$ cat config.mk
export PLATFORM = sky130hd
export DESIGN_NAME = vec_pack_seq
export DESIGN_NICKNAME = d
export VERILOG_FILES = /design/src/rtl/vmvp_pkg.sv /design/src/rtl/vmv_seq_ctrl.sv /design/src/rtl/vmv_addr_gen.sv /design/src/rtl/vmv_lane_xbar.sv /design/src/rtl/vec_pack_seq.sv
export SDC_FILE = /design/constraint.sdc
export NUM_CORES = 1
export LEC_CHECK = 0
export ABC_AREA = 1
export CORE_MARGIN = 8
export CORE_UTILIZATION = 41
export DETAILED_ROUTE_END_ITERATION = 16
export PLACE_DENSITY_LB_ADDON = 0.25
export SLEW_MARGIN = 10
export SYNTH_ARGS = -nofsm -noshare
export SYNTH_HDL_FRONTEND = slang
export SYNTH_SLANG_ARGS = --single-unit
$ cat constraint.sdc
create_clock -name clk -period 8.1 [get_ports clk]
set_input_delay 1.62 -clock clk [delete_from_list [all_inputs] [get_ports clk]]
set_output_delay 1.62 -clock clk [all_outputs]
set_load 0.02 [all_outputs]
$ cat src/rtl/vmvp_pkg.sv
package vmvp_pkg;
  localparam int BYTE_W = 8;

  typedef enum logic [1:0] {
    ST_IDLE = 2'd0,
    ST_RUN  = 2'd1,
    ST_END  = 2'd2
  } seq_st_e;
endpackage

$ cat src/rtl/vmv_seq_ctrl.sv
module vmv_seq_ctrl
  import vmvp_pkg::*;
#(
  parameter int VL_MAX = 16,
  localparam int VL_W = $clog2(VL_MAX + 1),
  localparam int ELEM_W = $clog2(VL_MAX)
) (
  input  logic              clk,
  input  logic              rst_n,
  input  logic              start,
  input  logic [VL_W-1:0]   vl_in,
  output logic              accept,
  output logic              run,
  output logic              busy,
  output logic              done,
  output logic [ELEM_W-1:0] idx
);
  seq_st_e           state_q;
  logic [ELEM_W-1:0] idx_q;
  logic [VL_W-1:0]   vl_q;
  logic [VL_W-1:0]   vl_clamped;
  logic              last_elem;

  assign vl_clamped = (vl_in > VL_W'(VL_MAX)) ? VL_W'(VL_MAX) : vl_in;
  assign last_elem  = (VL_W'(idx_q) == (vl_q - VL_W'(1)));
  assign accept     = start && (state_q == ST_IDLE);

  always_ff @(posedge clk or negedge rst_n) begin
    if (!rst_n) begin
      state_q <= ST_IDLE;
      idx_q   <= '0;
      vl_q    <= '0;
    end else begin
      case (state_q)
        ST_IDLE: if (start) begin
          vl_q    <= vl_clamped;
          idx_q   <= '0;
          state_q <= (vl_in == '0) ? ST_END : ST_RUN;
        end
        ST_RUN: begin
          if (last_elem) state_q <= ST_END;
          else           idx_q   <= idx_q + ELEM_W'(1);
        end
        default: state_q <= ST_IDLE;
      endcase
    end
  end

  assign run  = (state_q == ST_RUN);
  assign busy = (state_q != ST_IDLE);
  assign done = (state_q == ST_END);
  assign idx  = idx_q;

  // elements step by one in ascending order while running
  assert_elem_step_R2: assert property (@(posedge clk) disable iff (!rst_n)
    (run && !last_elem) |=> (run && idx_q == $past(idx_q) + ELEM_W'(1)));

  // completion is a single-cycle pulse
  assert_done_pulse_R7: assert property (@(posedge clk) disable iff (!rst_n)
    done |=> !done);

  // the done cycle always returns to idle, a start there is not taken
  assert_done_to_idle_R8: assert property (@(posedge clk) disable iff (!rst_n)
    done |=> !busy);
endmodule

$ cat src/rtl/vmv_addr_gen.sv
module vmv_addr_gen #(
  parameter int LANES  = 4,
  parameter int IDX_W  = 7,
  parameter int ELEM_W = 4,
  parameter int SV_W   = 3
) (
  input  logic [ELEM_W-1:0]           idx,
  input  logic [SV_W-1:0]             subvl,
  input  logic [IDX_W-1:0]            wide_base,
  input  logic [IDX_W-1:0]            narrow_base,
  output logic [IDX_W-1:0]            wide_addr,
  output logic [LANES-1:0][IDX_W-1:0] narrow_addr
);
  logic [31:0]      prod;
  logic [IDX_W-1:0] group_off;

  assign prod      = 32'(idx) * 32'(subvl);
  assign group_off = prod[IDX_W-1:0];
  assign wide_addr = wide_base + IDX_W'(idx);

  for (genvar j = 0; j < LANES; j++) begin : g_lane_addr
    assign narrow_addr[j] = narrow_base + group_off + IDX_W'(j);
  end
endmodule

$ cat src/rtl/vmv_lane_xbar.sv
module vmv_lane_xbar
  import vmvp_pkg::*;
#(
  parameter int LANES = 4,
  parameter int IDX_W = 7,
  parameter int SV_W  = 3,
  localparam int WORD_W = LANES * BYTE_W
) (
  input  logic                         pack_mode,
  input  logic                         active,
  input  logic [SV_W-1:0]              subvl,
  input  logic [IDX_W-1:0]             wide_addr,
  input  logic [LANES-1:0][IDX_W-1:0]  narrow_addr,
  input  logic [WORD_W-1:0]            rd_word,
  input  logic [LANES-1:1][BYTE_W-1:0] rd_lane,
  output logic [LANES-1:0][IDX_W-1:0]  rd_addr,
  output logic [LANES-1:0]             wr_en,
  output logic [LANES-1:0][IDX_W-1:0]  wr_addr,
  output logic [LANES-1:0][WORD_W-1:0] wr_data
);
  logic [WORD_W-1:0] packed_word;

  always_comb begin
    packed_word = '0;
    for (int j = 0; j < LANES; j++) begin
      if (SV_W'(j) < subvl) begin
        if (j == 0) packed_word[BYTE_W-1:0] = rd_word[BYTE_W-1:0];
        else        packed_word[BYTE_W*j +: BYTE_W] = rd_lane[j];
      end
    end
  end

  assign rd_addr[0] = pack_mode ? narrow_addr[0] : wide_addr;
  assign wr_en[0]   = active && (pack_mode || (subvl != '0));
  assign wr_addr[0] = pack_mode ? wide_addr : narrow_addr[0];
  assign wr_data[0] = pack_mode ? packed_word
                                : WORD_W'(rd_word[BYTE_W-1:0]);

  for (genvar j = 1; j < LANES; j++) begin : g_lane_port
    assign rd_addr[j] = narrow_addr[j];
    assign wr_en[j]   = active && !pack_mode && (SV_W'(j) < subvl);
    assign wr_addr[j] = narrow_addr[j];
    assign wr_data[j] = pack_mode ? '0 : WORD_W'(rd_word[BYTE_W*j +: BYTE_W]);
  end
endmodule

$ cat src/rtl/vec_pack_seq.sv
module vec_pack_seq
  import vmvp_pkg::*;
#(
  parameter int LANES  = 4,
  parameter int VL_MAX = 16,
  parameter int IDX_W  = 7,
  localparam int VL_W   = $clog2(VL_MAX + 1),
  localparam int SV_W   = $clog2(LANES + 1),
  localparam int WORD_W = LANES * BYTE_W
) (
  input  logic                         clk,
  input  logic                         rst_n,
  input  logic                         start,
  input  logic                         mode,
  input  logic [VL_W-1:0]              vl,
  input  logic [SV_W-1:0]              subvl,
  input  logic [IDX_W-1:0]             wide_base,
  input  logic [IDX_W-1:0]             narrow_base,
  input  logic [VL_MAX-1:0]            pred,
  output logic                         busy,
  output logic                         done,
  output logic [LANES-1:0][IDX_W-1:0]  rd_addr,
  input  logic [WORD_W-1:0]            rd_word,
  input  logic [LANES-1:1][BYTE_W-1:0] rd_lane,
  output logic [LANES-1:0]             wr_en,
  output logic [LANES-1:0][IDX_W-1:0]  wr_addr,
  output logic [LANES-1:0][WORD_W-1:0] wr_data
);
  localparam int ELEM_W = $clog2(VL_MAX);

  logic                         accept, run;
  logic [ELEM_W-1:0]            idx;
  logic                         mode_q;
  logic [SV_W-1:0]              subvl_q, subvl_clamped;
  logic [IDX_W-1:0]             wbase_q, nbase_q;
  logic [VL_MAX-1:0]            pred_q;
  logic [IDX_W-1:0]             wide_addr;
  logic [LANES-1:0][IDX_W-1:0]  narrow_addr;
  logic                         active;

  assign subvl_clamped = (subvl < SV_W'(2))     ? SV_W'(2) :
                         (subvl > SV_W'(LANES)) ? SV_W'(LANES) : subvl;

  always_ff @(posedge clk or negedge rst_n) begin
    if (!rst_n) begin
      mode_q  <= 1'b0;
      subvl_q <= SV_W'(2);
      wbase_q <= '0;
      nbase_q <= '0;
      pred_q  <= '0;
    end else if (accept) begin
      mode_q  <= mode;
      subvl_q <= subvl_clamped;
      wbase_q <= wide_base;
      nbase_q <= narrow_base;
      pred_q  <= pred;
    end
  end

  vmv_seq_ctrl #(.VL_MAX(VL_MAX)) u_ctrl (
    .clk(clk), .rst_n(rst_n), .start(start), .vl_in(vl),
    .accept(accept), .run(run), .busy(busy), .done(done), .idx(idx)
  );

  vmv_addr_gen #(.LANES(LANES), .IDX_W(IDX_W), .ELEM_W(ELEM_W), .SV_W(SV_W)) u_addr (
    .idx(idx), .subvl(subvl_q), .wide_base(wbase_q), .narrow_base(nbase_q),
    .wide_addr(wide_addr), .narrow_addr(narrow_addr)
  );

  assign active = run && pred_q[idx];

  vmv_lane_xbar #(.LANES(LANES), .IDX_W(IDX_W), .SV_W(SV_W)) u_xbar (
    .pack_mode(mode_q), .active(active), .subvl(subvl_q),
    .wide_addr(wide_addr), .narrow_addr(narrow_addr),
    .rd_word(rd_word), .rd_lane(rd_lane),
    .rd_addr(rd_addr), .wr_en(wr_en), .wr_addr(wr_addr), .wr_data(wr_data)
  );

  // no write outside a running sequence
  assert_idle_quiet_R1: assert property (@(posedge clk) disable iff (!rst_n)
    !run |-> (wr_en == '0));

  // never more write ports than lanes per element
  assert_lane_limit_R3: assert property (@(posedge clk) disable iff (!rst_n)
    $countones(wr_en) <= int'(subvl_q));

  // unused top byte of a packed word is zero
  assert_pack_top_zero_R5: assert property (@(posedge clk) disable iff (!rst_n)
    (mode_q && wr_en[0] && subvl_q < SV_W'(LANES)) |->
      (wr_data[0][WORD_W-1 -: BYTE_W] == '0));

  // a masked element issues no write
  assert_pred_skip_R6: assert property (@(posedge clk) disable iff (!rst_n)
    (run && !pred_q[idx]) |-> (wr_en == '0));
endmodule

==> metrics.cfg <==
[outcome]
outcome=finished, final reports clean

[sta]
rsz0062_at_grt=no
fmax_mhz=159
final-hold-violation-count=0
final.setup.worst_slack_ns=1.80
worst_slew_pin_slew_ns=0.987
clock_skew_ns=0.00420
fin_setup_tns_ns=0
report.final.slew_viol_count=0
layout_min_cycle_time_ns=6.30
setup_viol=0
relSlewSlack_pct=34.2
timing.final.crit_share_pct=77.8

[clocking]
post_cts_buffers=0
cts_buffers=5
cts_sinks=45
cts_buffer_depth=2
ctsResizeCount=0
tritoncts=done
clk_latency_ns=0.29
clk_pin_slew_ns=0.08
h-tree-depth=2
postCtsHoldBufs=0
ctsRootBufferMaster=clkbuf_8

[logic_synthesis]
synth.most_common_cell=nand2_1
synth-edff-count=0
synth_top_cell_area_share_pct=24.4
synth_seq_cells=45
yosys_most_used_dff=dfrtp_1
synth_area_leader_cell=dfrtp_1
ys_seq_area_share_pct=25.0
synth.top_cells.by_count=nand2_1, inv_1, buf_4, nor2_1, dfrtp_1
avgSynthCellArea_um2=6.59
synthCells=684
ys_async_sr_fraction_pct=100
syn-cell-area_um2=4510
synth.distinct_cells=31
synth_area_leaders=dfrtp_1, buf_4, nand2_1
yosysWarnings=0

[floorplan]
ios=288
rows=38
start_util_pct=41.7
coreArea_um2=10800
die_w_um=121
die_h_um=121
die_area_um2=14600

[critical_path]
cp.required_ns=6.48
critPathKind=flop to primary output
crit_fanout=19
critPathCaptureType=primary output
critical_path_arrival_ns=4.68
start_kind=flop

[layout]
final_nets=992
antenna_cells=0
final_util_pct=59.5
area_growth_pct=42.5
layout-drive-gt1-share_pct=3.34

[placement]
hpwl_mm=12.3
port_buffers=215
gp_congestion=0.893
dp_slack_ns=2.10

[drt]
ant_nets=0
avgViaCountPerCell=4.21
num_vias=4239
initialDrtViolationCount=246
routed_wl_mm=14.5
post_drt_wl_per_cell_um=14.4
firstDrtPassIters=4
drc_errors=0

[hold_path]
hp-class=flop to flop

[global_route]
grt_pass1_wl_mm=21.9
first_global_vias=4031
grt_start_max_net_pins=61
overflow=0
antenna_found_initial=0
track_usage_pct=18.7

[flow_run]
max-cap-violations=0

final timing paths:
kind                                               startpoint                             to  slack (ns)  cells after the start
worst max-delay path                u_ctrl.idx[0]$_DFFE_PN0P_                    wr_addr[26]        1.80                     12
worst min-delay path                   wbase_q[3]$_DFFE_PN0P_         wbase_q[3]$_DFFE_PN0P_        0.48                      2
worst max register to register  u_ctrl.state_q[1]$_DFFE_PN0P_     u_ctrl.vl_q[1]$_DFFE_PN0P_        6.13                      8
worst min register to register         wbase_q[3]$_DFFE_PN0P_         wbase_q[3]$_DFFE_PN0P_        0.48                      2
max in group asynchronous                               rst_n         pred_q[15]$_DFFE_PN0P_        6.00                      1
min in group asynchronous                               rst_n  u_ctrl.state_q[0]$_DFFE_PN0P_        1.49                      1
cell type report:
type / instances / area (um2)
clock buffers: 7 / 86.3
well taps: 140 / 175
multi-input cells: 460 / 2350
flip-flops and latches: 45 / 1130
repair buffers: 217 / 2160
fillers: 1060 / 4370
inverters: 138 / 518
critical path, cell delays in order (launching register included):
cell,delay [ns]
dfrtp_1,0.72
nand2_1,0.16
fa_1,0.55
inv_1,0.05
fa_1,0.53
inv_1,0.06
fa_1,0.71
inv_1,0.14
ha_1,0.23
a21oi_1,0.25
nor3_2,0.09
xor2_1,0.24
clkdlybuf4s50_1,0.66
placed cells by master (no fill, tap or decap), drive strengths merged:
master,n
o22ai,3
nand2,163
xnor2,4
clkdlybuf4s50,214
inv,138
dfrtp,44
or2,2
buf,3
conb,72
a21oi,9
and3,1
nor3,4
clkbuf,7
ha,19
nand4,3
xor2,15
nor2,73
a31oi,1
fa,8
dfstp,1
nand3,41
o21ai,42
metrics by stage:
stage	std cells	hold WS, ns	area, um2
finish	1007	0.481	6420
global route	1007	0.520	6420
CTS	1007	0.487	6420
detailed placement	1000	0.467	6330
global placement	1000	0.459	6330
floorplan	755	0.443	4770
routing by layer:
layer | track usage [%] | part of all wire, % | wire (um) | vias to the layer above
met5 | 0 | 0 | 0 | -
met4 | 2.50 | 0.37 | 54 | 0
met3 | 3.54 | 6.9 | 1000 | 5
met2 | 33.1 | 50 | 7280 | 138
met1 | 23.6 | 42 | 6150 | 1861
li1 | - | - | - | 2235
state kept, by name, summed over array words and instances, names as in the netlist:
name	count
u_ctrl.vl_q	5
mode_q	1
pred_q	16
u_ctrl.state_q	2
nbase_q	7
wbase_q	7
u_ctrl.idx	4
subvl_q	3
kinds of logic (layout without fill, tap and decap cells):
family	count (synthesis)	after routing	synth area share, %
and+or+nand+nor	287	287	26.7
buffers and inverters	250	362	28.9
AOI/OAI and AO/OA	55	55	6.22
DFF	45	45	25.0
adders and majority gates	27	27	8.83
xor gates and xnor gates	19	19	4.28
other	1	72	0.0832
Power is not shown: default switching activity piles up to over one toggle a cycle in this logic, so the estimate is an artifact.
